--- src/rtl/syncfg_pkg.sv ---
package syncfg_pkg;
  localparam int M_W     = 9;
  localparam int N_W     = 2;
  localparam int T_W     = 2;
  localparam int FRAME_W = T_W + 1 + N_W + M_W;

  typedef struct packed {
    logic [T_W-1:0] tsel;
    logic           dummy;
    logic [N_W-1:0] n;
    logic [M_W-1:0] m;
  } frame_t;
endpackage

--- src/rtl/syncfg_edge.sv ---
module syncfg_edge #(
  parameter int W = 3
) (
  input  logic         clk,
  input  logic         rst,
  input  logic [W-1:0] sig,
  output logic [W-1:0] rise,
  output logic [W-1:0] fall
);
  logic [W-1:0] prev;

  always_ff @(posedge clk) begin
    prev <= sig;
  end

  for (genvar i = 0; i < W; i++) begin : g_det
    assign rise[i] = !rst && sig[i] && !prev[i];
    assign fall[i] = !rst && !sig[i] && prev[i];
  end
endmodule

--- src/rtl/syncfg_shreg.sv ---
module syncfg_shreg
  import syncfg_pkg::*;
(
  input  logic   clk,
  input  logic   rst,
  input  logic   shift_en,
  input  logic   din,
  output frame_t q,
  output frame_t q_next
);
  always_comb begin
    q_next = q;
    if (shift_en) q_next = frame_t'({q[FRAME_W-2:0], din});
  end

  always_ff @(posedge clk) begin
    if (rst) q <= '0;
    else     q <= q_next;
  end
endmodule

--- src/rtl/syncfg_testmux.sv ---
module syncfg_testmux
  import syncfg_pkg::*;
(
  input  logic [T_W-1:0] sel,
  input  logic           par_mode,
  input  logic           sdata,
  input  logic           mfb,
  input  logic           fout,
  output logic           y
);
  always_comb begin
    if (par_mode) y = 1'b0;
    else begin
      unique case (sel)
        2'b00:   y = 1'b0;
        2'b01:   y = sdata;
        2'b10:   y = mfb;
        default: y = fout;
      endcase
    end
  end
endmodule

--- src/rtl/syncfg_top.sv ---
module syncfg_top
  import syncfg_pkg::*;
#(
  parameter logic [M_W-1:0] M_DEFAULT = 9'd20,
  parameter logic [N_W-1:0] N_DEFAULT = 2'd1,
  parameter int             M_MIN     = 8,
  parameter int             M_MAX     = 28
) (
  input  logic           clk,
  input  logic           rst,
  input  logic           pl_n,
  input  logic [M_W-1:0] par_m,
  input  logic [N_W-1:0] par_n,
  input  logic           ser_clk,
  input  logic           ser_data,
  input  logic           sl,
  input  logic           mfb_in,
  input  logic           fout_in,
  output logic [M_W-1:0] m_div,
  output logic [N_W-1:0] n_div,
  output logic           m_bad,
  output logic           test_out
);
  localparam int EDGES = 3;
  localparam int E_PL  = 0;
  localparam int E_SL  = 1;
  localparam int E_SC  = 2;

  logic [EDGES-1:0] rise, fall;
  logic             shift_en;
  frame_t           sr, sr_next;
  logic [T_W-1:0]   tsel;

  logic [M_W-1:0] m_d;
  logic [N_W-1:0] n_d;
  logic [T_W-1:0] t_d;

  function automatic logic out_of_range(input logic [M_W-1:0] v);
    return (int'(v) < M_MIN) || (int'(v) > M_MAX);
  endfunction

  syncfg_edge #(.W(EDGES)) u_edge (
    .clk (clk),
    .rst (rst),
    .sig ({ser_clk, sl, pl_n}),
    .rise(rise),
    .fall(fall)
  );

  assign shift_en = pl_n && rise[E_SC];

  syncfg_shreg u_shreg (
    .clk     (clk),
    .rst     (rst),
    .shift_en(shift_en),
    .din     (ser_data),
    .q       (sr),
    .q_next  (sr_next)
  );

  always_comb begin
    m_d = m_div;
    n_d = n_div;
    t_d = tsel;
    if (!pl_n || rise[E_PL]) begin
      m_d = par_m;
      n_d = par_n;
    end else if (rise[E_SL] || (sl && shift_en)) begin
      m_d = sr_next.m;
      n_d = sr_next.n;
      t_d = sr_next.tsel;
    end
  end

  always_ff @(posedge clk) begin
    if (rst) begin
      m_div <= M_DEFAULT;
      n_div <= N_DEFAULT;
      tsel  <= '0;
      m_bad <= out_of_range(M_DEFAULT);
    end else begin
      m_div <= m_d;
      n_div <= n_d;
      tsel  <= t_d;
      m_bad <= out_of_range(m_d);
    end
  end

  syncfg_testmux u_mux (
    .sel     (tsel),
    .par_mode(!pl_n),
    .sdata   (ser_data),
    .mfb     (mfb_in),
    .fout    (fout_in),
    .y       (test_out)
  );

  logic unused_fall;
  assign unused_fall = ^fall;
endmodule

--- config.mk ---
export PLATFORM = sky130hd
export DESIGN_NAME = syncfg_top
export DESIGN_NICKNAME = d
export VERILOG_FILES = /design/src/rtl/syncfg_pkg.sv /design/src/rtl/syncfg_edge.sv /design/src/rtl/syncfg_shreg.sv /design/src/rtl/syncfg_testmux.sv /design/src/rtl/syncfg_top.sv
export SDC_FILE = /design/constraint.sdc
export NUM_CORES = 1
export LEC_CHECK = 0
export ABC_CLOCK_PERIOD_IN_PS = 1900
export BUFFER_PORTS_ARGS = -buffer_cell sky130_fd_sc_hd__buf_2
export CORE_MARGIN = 5
export CORE_UTILIZATION = 50
export CTS_BUF_LIST = sky130_fd_sc_hd__clkbuf_8
export DETAILED_ROUTE_END_ITERATION = 12
export PLACE_DENSITY = 0.83
export SYNTH_ARGS = -nofsm -noshare
export SYNTH_HDL_FRONTEND = slang
export SYNTH_HIERARCHICAL = 1
export SYNTH_SLANG_ARGS = --single-unit
--- constraint.sdc ---
create_clock -name clk -period 1.9 [get_ports clk]
set_clock_uncertainty 0.2 [all_clocks]
set_input_delay 0.19 -clock clk [delete_from_list [all_inputs] [get_ports clk]]
set_output_delay 0.19 -clock clk [all_outputs]
set_load 0.03 [all_outputs]
==> flow_summary.yaml <==
timing:
  drv_slew: 0
  relSlewSlack_pct: 66.47
  finalHoldViolCount: 0
  setup-violations-final: 4
  tightest_slew_ns: 0.5008
  fmax_ghz: 0.4761
  setup-tns-final_ns: -0.5363
  rsz0062_at_grt: "yes"
  finalWorstSetupSlack_ns: -0.2005
  finalCritPeriodShare_pct: 110.6
  period_needed_ns: 2.101
  worst_hold_slack_ns: 0.06041
logic_synthesis:
  syn_area_per_cell_um2: 10.28
  syn_inst: 143
  netlist_area_um2: 1470
  syn_nets: 162
  ys_warn_count: 6
route:
  drt_pass1_iterations: 4
  ant_nets: 0
  wirelength_mm: 4.425
  drt-wirelength-per-cell_um: 19.16
  via_per_inst: 5.879
  first_iter_violations: 92
  num_vias: 1358
  remaining_drc_errors: 0
die:
  die_w_um: 64.23
  floorplan.initialDensity_pct: 52.86
  die_h_um: 64.23
  dieArea_um2: 4125
  core_um2: 2781
  ioPinCount: 32
  row_count: 19
global_route:
  grt_max_degree: 20
  gr-total-overflow: 0
  first_global_vias: 1329
  grt_first_pass_wirelength_mm: 6.078
  grt.total_usage_pct: 19.05
  antenna_found_initial: 0
placed_design:
  dpl_worst_slack_ns: -0.2763
  portBuffers: 31
  hpwlAfterDp_mm: 2.448
  post-place-cells: 210
  gp_congestion: 0.8496
clocking:
  clock_path_buffers: 2
  htree_levels: 2
  cts_buffers: 5
  clkTransAtPathRegs_ns: 0.07
  cts_tree: "yes"
  cts_num_sinks: 31
  clkLatencyLatePin_ns: 0.29
  cts_root_buf: "clkbuf_8"
power_and_ir_drop:
  ir_drop_mv: 0.6734
  p_per_area_nw_per_um2: 757.6
  leakage_nw: 0.8361
final_layout:
  synthToLayoutAreaGrowth_pct: 37.45
  multiInputGateArea_um2: 898.4
  diodes: 0
  drive_gt1_share_pct: 54.00
  fin_nets: 218
  num-fill-cells: 191
  seqCellArea_um2: 621.8
  fin_cells: 231
setup_path:
  cp_common_cell: "a31oi_1"
  cpMaxStageDelayCell: "dfxtp_2"
  worstPathMaxFanout: 5
  cpPeakStageDelay_ns: 0.32
  crit_required_ns: 1.86
  worst-setup-path-type: "reg -> reg"
  path_cells: "nor3b_2 -> buf_4 -> and2_4 -> mux2_4 -> nand2_1 -> a31oi_1 -> o2111ai_1 -> a31oi_1"
  startpoint_type: "register"
  crit_arrival_ns: 2.06
  endpoint_kind: "register"
min_path:
  hold_path_class: "in -> reg"
flow_run:
  max_cap_violations: 0
outcome:
  violations: "setup timing"
  status: "finished, violations left"
-- worst max-delay path: cells and delay by family, from the launching register on --
kind	cells	cell delay (ns)
AO/OA/AOI/OAI	3	0.50
buffers and inverters	1	0.16
flip-flops	1	0.32
multiplexers	1	0.32
AND/OR/NAND/NOR	3	0.47
-- registers in the layout, summed over array words and instances, names as in the netlist --
signal,flops
tsel,2
m_div,9
m_bad,1
u_shreg/q,14
n_div,2
u_edge/prev,3
-- timing repair --
item	CTS	global route
resized for setup	2	25
gates cloned	0	2
buffers inserted	1	4
setup endpoints to repair	4	10
hold buffers	6	0
pin swaps	1	10
endpoints found under the hold margin	5	0
-- report_power, final --
| part | total, mW | internal (mW) | switching (mW) |
|---|---|---|---|
| combinational | 0.268 | 0.107 | 0.161 |
| sequential | 0.687 | 0.674 | 0.0130 |
| clock | 0.576 | 0.325 | 0.251 |
-- final cells by class --
type	instances	area share, %
sequential	31	30.77
clock buffer	7	4.768
timing repair buffer	55	17.71
inverter	1	0.1858
multi-input combinational	105	44.46
tap	31	1.920
clock inverter	1	0.1858
-- cells in the final DEF, fill, tap and decap left out, types with 2 or more instances in the layout --
cell type       n
buf_2          31
buf_4          16
clkbuf_8        7
or2_2           2
nand3_1         2
dfxtp_1        30
o21ai_0         2
and2_4          2
nand2_1        12
nor2_1         11
nor3b_2         2
mux2_2          3
nand2_2         3
dlygate4sd3_1   6
a21oi_4         3
mux2_4         11
a21oi_2         7
a31oi_1         3
nor2b_1        10
nor2b_4        10
buf_6           2
inv_1           2
a21oi_1         8
-- metrics by stage --
stage	util [%]	total power, mW	instance area, um2
2_1_floorplan	-	0.8364	1478
3_3_place_gp	61.00	0.9007	1697
3_5_place_dp	61.00	0.9078	1697
4_1_cts	67.39	1.495	1874
5_1_grt	72.65	1.590	2021
6_report	72.65	1.531	2021
-- path summary, 6_finish.rpt --
kind	from	end	slack, ns	cells past startpoint
max	u_edge/prev[2]	m_bad	-0.20	8
min	par_n[1]	n_div[1]	0.06	3
max reg2reg	u_edge/prev[2]	m_bad	-0.20	8
min reg2reg	tsel[1]	tsel[1]	0.31	2
-- per-layer routing --
| layer | wire (um) | track usage (%) | vias to the layer above |
|---|---|---|---|
| met5 | 0 | 0 | - |
| met1 | 1589 | 19.00 | 665 |
| li1 | - | - | 600 |
| met2 | 2328 | 35.43 | 71 |
| met3 | 331 | 4.904 | 22 |
| met4 | 176 | 10.43 | 0 |
No activity file was read; power rests on OpenSTA's default activity.
